--- config.mk ---
export PLATFORM = sky130hd
export DESIGN_NAME = zc_capture
export DESIGN_NICKNAME = d
export VERILOG_FILES = /design/src/rtl/zc_capture_pkg.sv /design/src/rtl/zc_sign_track.sv /design/src/rtl/zc_convert.sv /design/src/rtl/zc_addr_ctr.sv /design/src/rtl/zc_ctrl.sv /design/src/rtl/zc_capture.sv
export SDC_FILE = /design/constraint.sdc
export NUM_CORES = 1
export LEC_CHECK = 0
export BUFFER_PORTS_ARGS = -buffer_cell sky130_fd_sc_hd__buf_2
export CAP_MARGIN = 40
export CORE_MARGIN = 2
export CORE_UTILIZATION = 35
export DETAILED_ROUTE_END_ITERATION = 7
export PLACE_DENSITY = 0.82
export SLEW_MARGIN = 10
export SYNTH_ARGS = -nofsm -noshare
export SYNTH_HDL_FRONTEND = slang
export SYNTH_SLANG_ARGS = --single-unit
--- constraint.sdc ---
create_clock -name clk -period 1.55 [get_ports clk]
set_clock_uncertainty 0.15 [all_clocks]
set_input_delay 0.31 -clock clk [delete_from_list [all_inputs] [get_ports clk]]
set_output_delay 0.31 -clock clk [all_outputs]
set_load 0.05 [all_outputs]
--- src/rtl/zc_capture_pkg.sv ---
package zc_capture_pkg;

    localparam int SMP_W  = 16;
    localparam int ADDR_W = 8;
    localparam int DATA_W = 8;

    typedef enum logic {
        ST_WAIT = 1'b0,
        ST_REC  = 1'b1
    } cap_state_e;

    typedef struct packed {
        logic              en;
        logic [ADDR_W-1:0] addr;
        logic [DATA_W-1:0] data;
    } wr_req_t;

endpackage

--- src/rtl/zc_sign_track.sv ---
module zc_sign_track #(
    parameter int SMP_W = 16
) (
    input  logic             clk,
    input  logic             rst,
    input  logic             vld,
    input  logic [SMP_W-1:0] smp,
    output logic             rise
);
    logic last_neg;
    logic cur_neg;

    assign cur_neg = smp[SMP_W-1];

    always_ff @(posedge clk) begin
        if (rst)
            last_neg <= 1'b0;
        else if (vld)
            last_neg <= cur_neg;
    end

    assign rise = vld && last_neg && !cur_neg;
endmodule

--- src/rtl/zc_convert.sv ---
module zc_convert #(
    parameter int SMP_W  = 16,
    parameter int DATA_W = 8
) (
    input  logic [SMP_W-1:0]  smp,
    output logic [DATA_W-1:0] byte_out
);
    localparam int LOW = SMP_W - DATA_W;

    always_comb begin
        byte_out              = smp[SMP_W-1:LOW];
        byte_out[DATA_W-1]    = ~smp[SMP_W-1];
    end
endmodule

--- src/rtl/zc_addr_ctr.sv ---
module zc_addr_ctr #(
    parameter int ADDR_W = 8
) (
    input  logic              clk,
    input  logic              rst,
    input  logic              clr,
    input  logic              inc,
    output logic [ADDR_W-1:0] addr,
    output logic              at_top
);
    localparam logic [ADDR_W-1:0] TOP = {ADDR_W{1'b1}};

    always_ff @(posedge clk) begin
        if (rst || clr)
            addr <= '0;
        else if (inc)
            addr <= addr + 1'b1;
    end

    assign at_top = (addr == TOP);
endmodule

--- src/rtl/zc_ctrl.sv ---
module zc_ctrl
    import zc_capture_pkg::*;
(
    input  logic       clk,
    input  logic       rst,
    input  logic       vld,
    input  logic       rise,
    input  logic       at_top,
    output cap_state_e state,
    output logic       we,
    output logic       inc,
    output logic       clr
);
    cap_state_e nxt;

    always_comb begin
        nxt = state;
        we  = 1'b0;
        inc = 1'b0;
        clr = 1'b0;
        unique case (state)
            ST_WAIT: begin
                if (rise) begin
                    we  = 1'b1;
                    inc = 1'b1;
                    nxt = ST_REC;
                end else begin
                    clr = 1'b1;
                end
            end
            ST_REC: begin
                if (vld) begin
                    we  = 1'b1;
                    inc = 1'b1;
                    if (at_top)
                        nxt = ST_WAIT;
                end
            end
            default: nxt = ST_WAIT;
        endcase
    end

    always_ff @(posedge clk) begin
        if (rst)
            state <= ST_WAIT;
        else
            state <= nxt;
    end
endmodule

--- src/rtl/zc_capture.sv ---
module zc_capture
    import zc_capture_pkg::*;
#(
    parameter int SMP_W_P  = SMP_W,
    parameter int ADDR_W_P = ADDR_W,
    parameter int DATA_W_P = DATA_W
) (
    input  logic                clk,
    input  logic                rst,
    input  logic                smp_vld,
    input  logic [SMP_W_P-1:0]  smp_in,
    output logic                wr_en,
    output logic [ADDR_W_P-1:0] wr_addr,
    output logic [DATA_W_P-1:0] wr_data
);
    cap_state_e          cur_state;
    logic                rise;
    logic                at_top;
    logic                ctr_inc;
    logic                ctr_clr;
    logic                we_int;
    logic [ADDR_W_P-1:0] ctr_addr;
    logic [DATA_W_P-1:0] conv_byte;

    zc_sign_track #(.SMP_W(SMP_W_P)) u_sign (
        .clk  (clk),
        .rst  (rst),
        .vld  (smp_vld),
        .smp  (smp_in),
        .rise (rise)
    );

    zc_convert #(.SMP_W(SMP_W_P), .DATA_W(DATA_W_P)) u_conv (
        .smp      (smp_in),
        .byte_out (conv_byte)
    );

    zc_addr_ctr #(.ADDR_W(ADDR_W_P)) u_ctr (
        .clk    (clk),
        .rst    (rst),
        .clr    (ctr_clr),
        .inc    (ctr_inc),
        .addr   (ctr_addr),
        .at_top (at_top)
    );

    zc_ctrl u_ctrl (
        .clk    (clk),
        .rst    (rst),
        .vld    (smp_vld),
        .rise   (rise),
        .at_top (at_top),
        .state  (cur_state),
        .we     (we_int),
        .inc    (ctr_inc),
        .clr    (ctr_clr)
    );

    assign wr_en   = we_int;
    assign wr_addr = ctr_addr;
    assign wr_data = conv_byte;
endmodule

==> run metrics, run 1 <==
# H-tree levels=1; LEAKAGE=roughly 0.28 nW; post-cts repair resize count=2; Congestion Overflow GR=0; final cell count without fillers=86; first-pass GRT wire length=1730 um; Die Ht=roughly 43 um; Syn Nets=a little under 80; layout cells sized above 1=44.3%; Fin. Hold Viols=0; RSZ-0062 raised after global routing=false; prevailing post-synth register cell=dfxtp_1; cts hold-fix bufs=0; Post-DP Area=between 500 and 600 um2; Filler cells=166; die width=between 40 and 50 um; area of the mapped netlist=537 um2; Slew @ Worst Pin=~250 ps; Startpoint Class=register; Total Power=~0.47 mW; count of pins over their slew limit=0; Synth area leader=dfxtp_1; First-pass DRT Iterations=4; Seq cells post-synth=10; share of the synthesized area in the top cell type=between 30% and 40%; Design Area, Final=between 600 and 700 um2; gr usage total=approximately an eighth; maxcap violations=0; Setup CP Type=reg2out; WP data required=1090 ps; crit path max fanout=3; Initial Util=a little over a third; largest net degree at the start of global routing=10; post-synthesis cell type count=23; GPL Wtd Cong=approximately 0.81; worst skew pair latency=around 260 ps; Total Routed Length=around 940 um; CP Capture Type=output port; Worst-path clk slew=60 ps; CTS sink cnt=10; power per cell area=between 700 and 800 nW/um2; # rows=14; Final setup viols=0; Synth area leaders=dfxtp_1, buf_4, xor2_1, nor2_1, mux2i_1; CTS tree=built; drc violations=0; post-synthesis sequential area ratio=37.3%; vias in the first global route=412; initial antenna violation count=0; worst hold path class=in2reg; Max clock buf depth=2; period utilisation layout=a little over nine tenths; root buffer cell=clkbuf_4; # nets final=just over 90; setup ws final=roughly 47 ps; min Tclk post-route=1500 ps; Post-Syn Area per Cell=9.25 um2; initial DRC count=2; Buffers on Ports=13; status=complete, no violations; asr flop ratio synth=0%; die area=~1900 um2; antenna viol nets, final=0; Syn Inst Count=58; Commonest cells post-synth=dfxtp_1, nor2_1, buf_4; multi-input logic area=260 um2; Inst Count DP=between 80 and 90; Post-synth EDFFs=0; CORE AREA=~1500 um2; Slew HR=83.5%; n_diodes=0; dpl ws=21.9 ps; final core occ=42.5%; routed vias=424; Peak VDD IR=around 0.37 mV; Post-CTS Repair Setup Buffers=0; Highest Clock Rate=665 MHz; Vias/cell=4.93; I/O pins=36; arrival time worst endpoint=between 1000 and 1500 ps; P&R area growth vs syn=16.6%; Yosys warnings=0; wire per inst=11.0 um; Sequential Area=a little over 200 um2; CTS Buf Count=3
## layer usage
metal / vias up / track usage, % / share of wire [%]
li1: 217 / - / -
met4: 0 / 7.27 / 0
met5: - / 0 / 0
met1: 195 / 15.3 / 46
met2: 12 / 18.2 / 47
met3: 0 / 5.11 / 6.9
## area by class of cell
| cell class | count | area share [%] |
|---|---|---|
| clock buffer | 3 | 3.60 |
| inverter | 2 | 1.20 |
| multi-input combinational | 37 | 41.6 |
| sequential | 10 | 33.0 |
| tap | 16 | 3.20 |
| timing repair buffer | 18 | 17.4 |
## state kept, by name, indices dropped and copies added, names as in the netlist
register,cells
u_ctr.addr,8
u_sign.last_neg,1
u_ctrl.state,1
## per-stage QoR
stage               TNS (ps)  hold slack, ps
floorplan               -164             232
global placement           0             325
detailed placement         0             335
CTS                        0            56.7
global route               0            58.4
finish                     0            55.4
## critical path: stages, from the launching register on
cell	delay, ps
dfxtp_2	320
nor2b_4	130
o21ai_4	150
inv_2	50
buf_6	140
## path summary, 6_finish.rpt
kind,depth (start not counted),startpoint,end,slack (ps)
setup / recovery,4,u_sign.last_neg$_SDFFE_PP0P_,wr_en,50
setup reg to reg,4,u_ctr.addr[3]$_SDFFE_PP0P_,u_ctr.addr[7]$_SDFFE_PP0P_,80
hold reg to reg,2,u_sign.last_neg$_SDFFE_PP0P_,u_sign.last_neg$_SDFFE_PP0P_,340
hold / removal,2,rst,u_sign.last_neg$_SDFFE_PP0P_,60
## kinds of logic after synthesis
kind of cell / share of synthesized area [%]
buffers and inverters: 14.2
XOR/XNOR: 9.79
flip-flops: 37.3
AND/OR/NAND/NOR: 19.3
adder cells (fa/ha/maj): 2.33
AO/OA/AOI/OAI: 13.3
multiplexers: 3.73
## report_power, final
| part | switching (mW) | internal [mW] | leakage, nW | total [mW] |
|---|---|---|---|---|
| clock network | 0.0817 | 0.0894 | 0.0138 | 0.171 |
| registers | 0.00167 | 0.260 | 0.0832 | 0.261 |
| logic | 0.0245 | 0.0156 | 0.182 | 0.0400 |
| total | 0.108 | 0.364 | 0.279 | 0.472 |
## cell usage in the layout (no fill, tap or decap)
cell / n
o21ai_4: 1
clkbuf_4: 3
ha_1: 1
nor2b_4: 1
o2111ai_1: 2
xor2_1: 6
mux2i_1: 2
o21ai_0: 1
or2_2: 1
inv_2: 1
a21oi_1: 2
nand4_1: 2
or4_1: 1
dfxtp_1: 5
nand2_1: 1
and2_2: 1
and3_1: 1
inv_1: 1
buf_4: 5
and4_1: 1
o211ai_1: 2
dfxtp_2: 5
buf_6: 1
buf_2: 12
o31ai_1: 1
nor2_1: 10
No activity file was read; power rests on OpenSTA's default activity.
==> run 2: changes to the inputs <==
--- a/config.mk
+++ b/config.mk
@@ -9,3 +9,2 @@
 export CAP_MARGIN = 40
-export CORE_MARGIN = 2
 export CORE_UTILIZATION = 35
==> constraint.sdc (replaced) <==
create_clock -name clk -period 1.55 [get_ports clk]
set_clock_uncertainty 0.15 [all_clocks]
set_input_delay 0.155 -clock clk [delete_from_list [all_inputs] [get_ports clk]]
set_output_delay 0.155 -clock clk [all_outputs]
set_load 0.05 [all_outputs]
==> run metrics, run 2 (synthesis gave the netlist of run 1 again) <==
Buffers on Ports=13 (unchanged); antenna viol nets, final=0 (unchanged); most frequent cells in the layout=buf_2, nor2_1, xor2_1, buf_4; die area=1690 um2 (-9.1%); Hold Path Depth=3 (+1); metal2 WL=532 um (+20%); Crit path buffers/inverters=0 (-2); Peak VDD IR=0.576 mV (+56%); Final setup viols=0 (unchanged); Worst Hold Launch=smp_in[15]; Congestion Overflow GR=0 (unchanged); initial antenna violation count=0 (unchanged); first-pass GRT wire length=1500 um (-14%); CORE AREA=1370 um2 (-7.1%); count of pins over their slew limit=0 (unchanged); most common cell after layout, fill and taps aside=buf_2; I/O pins=36 (unchanged); crit path max fanout=4 (+1); Total Power=0.534 mW (+13%); die width=41.2 um (-4.6%); Startpoint Class=register; period utilisation layout=96.8% (-0.16 points); Worst R2R Setup Slack=50 ps (-30 ps); crit path max-delay cell type=or4_1; Worst-path clk slew=70 ps (about the same); power per cell area=814 nW/um2 (+7.8%); Cell Chain, Critical Path=and2_2 -> nand4_1 -> or4_1 -> a21oi_1; Detailed Place HPWL=between 700 and 800 um; Slew @ Worst Pin=251 ps (+1.01 ps); wire per inst=11.9 um (+8.2%); layout cells sized above 1=43.8% (-0.45 points); Fin. Hold Viols=0 (unchanged); CP max stage delay=490 ps (+170 ps); Vias/cell=5.05 (+2.3%); arrival time worst endpoint=1540 ps (+500 ps); root buffer cell=clkbuf_4; WL met3=57 um (-12%); Highest Clock Rate=666 MHz (+0.16%); worst skew pair latency=260 ps (about the same); routed vias=444 (+4.7%); Max clock buf depth=2 (unchanged); # nets final=94 (+2.2%); Inst Count DP=82 (-1.2%); First-pass DRT Iterations=2 (-2); Total Routed Length=1050 um (+11%); hold endpoint=u_sign.last_neg$_SDFFE_PP0P_; Largest register FFs=8 (unchanged); vias in the first global route=376 (-8.7%); drc violations=0 (unchanged); Met1 Wirelength=430 um (-1.1%); Reg2Reg Depth=4 (unchanged); P&R area growth vs syn=22.1%; Initial Util=39.3% (+2.8 points); n_diodes=0 (unchanged); Sum Neg Setup Slack=0 ps (unchanged); final cell count without fillers=88 (+2.3%); min Tclk post-route=1500 ps (-2.45 ps); worst hold path class=in2reg; LEAKAGE=0.298 nW (+6.9%); GPL Wtd Cong=0.777 (-4.1%); largest net degree at the start of global routing=10 (unchanged); Slew HR=83.1% (-0.36 points); maxcap violations=0 (unchanged); Setup CP Type=reg2reg; delay-heaviest family, CP=simple AND/OR/NAND/NOR gates; CTS Buf Count=3 (unchanged); Top reg by flops=u_ctr.addr; # H-tree levels=1 (unchanged); WP data required=1590 ps (+500 ps); Die Ht=41.2 um (-4.6%); Max Used Layer=met4; # rows=13 (-1); status=complete, no violations; CP Capture Type=register; worst setup path start=u_ctr.addr[3]$_SDFFE_PP0P_; Worst R2R Start=u_ctr.addr[3]$_SDFFE_PP0P_; gr usage total=13.8% (+1.3 points); r2r endpoint=u_ctr.addr[7]$_SDFFE_PP0P_; Largest regs=u_ctr.addr x8, u_ctrl.state x1, u_sign.last_neg x1; initial DRC count=1 (-1); CTS tree=built; CTS sink cnt=10 (unchanged)
## run 2: changes by cell type in the layout (fill, tap and decap cells not counted), sizes merged
cell         before  now
dlygate4sd3       0    1
buf              18   19
clkbuf            3    4
## run 2: metrics by stage
| stage | utilization (%) | worst slack [ps] | instance area (um2) | hold WS (ps) |
|---|---|---|---|---|
| global placement | 43.5 | 95.7 | 594 | 160 |
| floorplan | - | -164 | 542 | 77.4 |
| detailed placement | 43.5 | 44.6 | 594 | 160 |
| global route | 48.0 | -10.9 | 656 | 92.3 |
| finish | 48.0 | 49.5 | 656 | 44.8 |
| CTS | 47.1 | 8.27 | 643 | 42.6 |
## run 2: worst max path at each step
| stage | to | slack, ps | cells past startpoint |
|---|---|---|---|
| 4_1_cts | wr_en | 8 | 5 |
| 5_1_grt | u_ctr.addr[7]$_SDFFE_PP0P_ | -10 | 4 |
| 3_5_place_dp | u_ctr.addr[7]$_SDFFE_PP0P_ | 40 | 4 |
| 3_3_place_gp | u_ctr.addr[7]$_SDFFE_PP0P_ | 100 | 4 |
| 2_1_floorplan | u_ctr.addr[7]$_SDFFE_PP0P_ | -160 | 3 |
| 6_report | u_ctr.addr[7]$_SDFFE_PP0P_ | 50 | 4 |
## run 2: power breakdown
part / switching, mW / total (mW) / internal (mW) / leakage [nW]
Sequential: 0.00171 / 0.261 / 0.259 / 0.0832
Combinational: 0.0247 / 0.0419 / 0.0172 / 0.194
Clock: 0.0882 / 0.231 / 0.143 / 0.0210
## run 2: routing by layer
layer | up-vias | GRT usage [%]
met5 | - | 0
met4 | 0 | 12.1
met3 | 4 | 4.35
met2 | 10 | 20.3
met1 | 208 | 15.8
li1 | 222 | -
## run 2: final cells by class
cell class                 count  area [um2]
inverter                       2        7.51
sequential                    10         206
clock buffer                   4        36.3
timing repair buffer          20         126
tap                           15        18.8
multi-input combinational     37         260
fill                         138         711
## run 2: worst reg2reg max path, cell delays in order (launching register included)
cell and delay (ps):
dfxtp_2 340, and2_2 150, nand4_1 140, or4_1 490, a21oi_1 150
## run 2: timing repair
item                       4_1_cts  5_1_grt
resized for setup                1        2
setup endpoints to repair        1        2
hold endpoints to repair         1        0
buffers inserted                 0        1
pin swaps                        0        1
hold buffers                     1        0
==> run 3: changes to the inputs <==
ABC_AREA = 1   (was unset)
CORE_UTILIZATION = 37   (was 35)
PLACE_DENSITY = 0.83   (was 0.82)
==> run metrics, run 3 <==
# nets final=105 (+12%); Synth Area in Adders=2.07% (-0.26 points); Detailed Place HPWL=853 um (+11%); maxcap violations=0 (unchanged); LEAKAGE=0.276 nW (-7.2%); gr usage total=14.9% (+1.1 points); layout cells sized above 1=42.9% (-0.98 points); Congestion Overflow GR=0 (unchanged); first-pass GRT wire length=2010 um (+34%); area of the mapped netlist=606 um2 (+13%); initial antenna violation count=0 (unchanged); Post-CTS Repair Setup Buffers=0 (unchanged); GPL Wtd Cong=0.750 (-3.5%); Final setup viols=0 (unchanged); # H-tree levels=1 (unchanged); largest family of logic cells by synthesized area=simple AND/OR/NAND/NOR gates; antenna viol nets, final=0 (unchanged); dpl ws=138 ps (+93.2 ps); Synth area leader=dfxtp_1; Hold Path Depth=2 (-1); Top reg by flops=u_ctr.addr; r2r endpoint=u_ctr.addr[6]$_SDFFE_PP0P_; mux cell area share after synthesis=0% (-3.7 points); die width=42.5 um (+3.1%); Filler cells=166 (+20%); vias in the first global route=501 (+33%); Syn Nets=93 (+19%); CORE AREA=1520 um2 (+12%); Post-Synth XOR/XNOR Area=0% (-9.8 points); Slew HR=84.0% (+0.90 points); # rows=14 (+1); share of the synthesized area in the top cell type=33.1% (-4.2 points); Peak VDD IR=0.623 mV (+8.1%); Reg2Reg Depth=6 (+2); Max clock buf depth=2 (unchanged); First-pass DRT Iterations=4 (+2); status=complete, no violations; Largest register FFs=8 (unchanged); largest net degree at the start of global routing=14 (+4); most common cell after layout, fill and taps aside=buf_2; Worst R2R Setup Slack=140 ps (+90 ps); CTS Buf Count=3 (unchanged); die area=1800 um2 (+6.4%); simple-gate portion of the synthesized area=30.6% (+11 points); Worst R2R Start=u_ctr.addr[0]$_SDFFE_PP0P_; Worst-path clk slew=60 ps (about the same); period utilisation layout=92.7% (-4.1 points); worst skew pair latency=260 ps (about the same); compound-gate portion of the synthesized area=18.0% (+4.7 points); count of pins over their slew limit=0 (unchanged); WP data required=1240 ps (-350 ps); most frequent cells in the layout=buf_2, nand2_1, nor2_1; post-synthesis cell type count=20 (-13%); drc violations=0 (unchanged); Largest regs=u_ctr.addr x8, u_ctrl.state x1, u_sign.last_neg x1; Seq cells post-synth=10 (unchanged); Total Routed Length=1120 um (+7.3%); crit path max fanout=13 (+9); Setup CP Type=reg2out; CTS sink cnt=10 (unchanged); Worst Hold Launch=smp_vld; prevailing post-synth register cell=dfxtp_1; top-count cell post-synth=nand2_1; Syn Inst Count=73 (+26%); Highest Clock Rate=696 MHz (+4.4%); RSZ-0062 raised after global routing=false; I/O pins=36 (unchanged); P&R area growth vs syn=12.2%; Post-Syn Area per Cell=8.30 um2 (-10%); wire per inst=11.2 um (-5.6%); Post-synth EDFFs=0 (unchanged); Vias/cell=4.86 (-3.7%); n_diodes=0 (unchanged); CP Capture Type=output port; power per cell area=733 nW/um2 (-10%); post-synthesis sequential area ratio=33.1% (-4.2 points); Synth area leaders=dfxtp_1, a21oi_2, buf_4, nand2_1, nand3_1; min Tclk post-route=1440 ps (-63.2 ps); Commonest cells post-synth=nand2_1, dfxtp_1, nor2_1; setup ws final=113 ps (+63.2 ps); arrival time worst endpoint=1130 ps (-410 ps); Yosys warnings=0 (unchanged); Startpoint Class=register; root buffer cell=clkbuf_4; asr flop ratio synth=0% (unchanged); Slew @ Worst Pin=239 ps (-11.3 ps); Fin. Hold Viols=0 (unchanged); Buffers on Ports=13 (unchanged); CTS tree=built; Sum Neg Setup Slack=0 ps (unchanged); worst hold path class=in2reg; routed vias=486 (+9.5%); initial DRC count=7 (+6); final core occ=44.6% (-3.4 points); hold endpoint=u_sign.last_neg$_SDFFE_PP0P_; Initial Util=39.7% (+0.45 points); Die Ht=42.5 um (+3.1%)
run 3: cell count changes in the layout (fill, tap and decap cells not counted), moves of 2 or more:
cell       change
a21oi_1        -2
a21oi_2        +7
buf_4          -4
dfxtp_1        +2
dfxtp_2        -3
inv_1          +5
mux2i_1        -2
nand2_1       +10
nand2_2        +2
nand3_1        +8
o2111ai_1      -2
o211ai_1       -2
xor2_1         -6
run 3: how the worst max path moves through the flow:
stage,startpoint,to,slack [ps],cells after the start
floorplan,u_ctr.addr[2]$_SDFFE_PP0P_,u_ctr.addr[6]$_SDFFE_PP0P_,10,5
global route,u_sign.last_neg$_SDFFE_PP0P_,wr_en,40,3
CTS,u_sign.last_neg$_SDFFE_PP0P_,wr_en,50,3
detailed placement,u_ctr.addr[0]$_SDFFE_PP0P_,u_ctr.addr[6]$_SDFFE_PP0P_,140,6
finish,u_sign.last_neg$_SDFFE_PP0P_,wr_en,110,3
global placement,u_ctr.addr[0]$_SDFFE_PP0P_,u_ctr.addr[6]$_SDFFE_PP0P_,220,6
run 3: cell families after synthesis:
group	count (synthesis)
and+or+nand+nor	35
AOI/OAI and AO/OA	12
adders and majority gates	1
buffers and inverters	15
DFF	10
run 3: layout make-up:
class                   count  area, um2  area share [%]
clock buffers               4       26.3            3.87
inverters                   7       26.3            3.87
multi-input cells          48        315            46.4
flip-flops and latches     10        206            30.4
well taps                  16       20.0            2.95
repair buffers             15       85.1            12.5
run 3: critical path, cell delays in order, from the launching register on:
cell     delay [ps]
dfxtp_1         370
nand3_4         140
nand2_8         140
buf_4           210
run 3: power breakdown:
group          switching (mW)  total (mW)  leakage [nW]  internal, mW
combinational          0.0335      0.0507         0.179        0.0172
clock                  0.0870       0.186        0.0150        0.0994
sequential            0.00270       0.261        0.0827         0.258
run 3: through the flow:
stage	instance area (um2)	hold WS, ps	std cells	power (mW)
floorplan	612	83.5	73	0.352
global placement	632	160	95	0.312
detailed placement	632	160	95	0.313
CTS	671	7.00	100	0.507
global route	679	8.03	100	0.526
finish	679	11.5	100	0.498
run 3: what timing repair did:
item	CTS	global route
cloned	0	0
pin swaps	0	0
endpoints found under the setup margin	1	1
gates resized for setup	1	1
hold buffers	1	0
hold endpoints to repair	1	0
run 3: metal layers:
| metal | track usage [%] | vias up | routed length [um] |
|---|---|---|---|
| met4 | 3.75 | 0 | 0 |
| met2 | 24.9 | 18 | 586 |
| met1 | 15.9 | 213 | 444 |
| met5 | 0 | - | 0 |
| li1 | - | 255 | - |
| met3 | 9.05 | 0 | 91 |
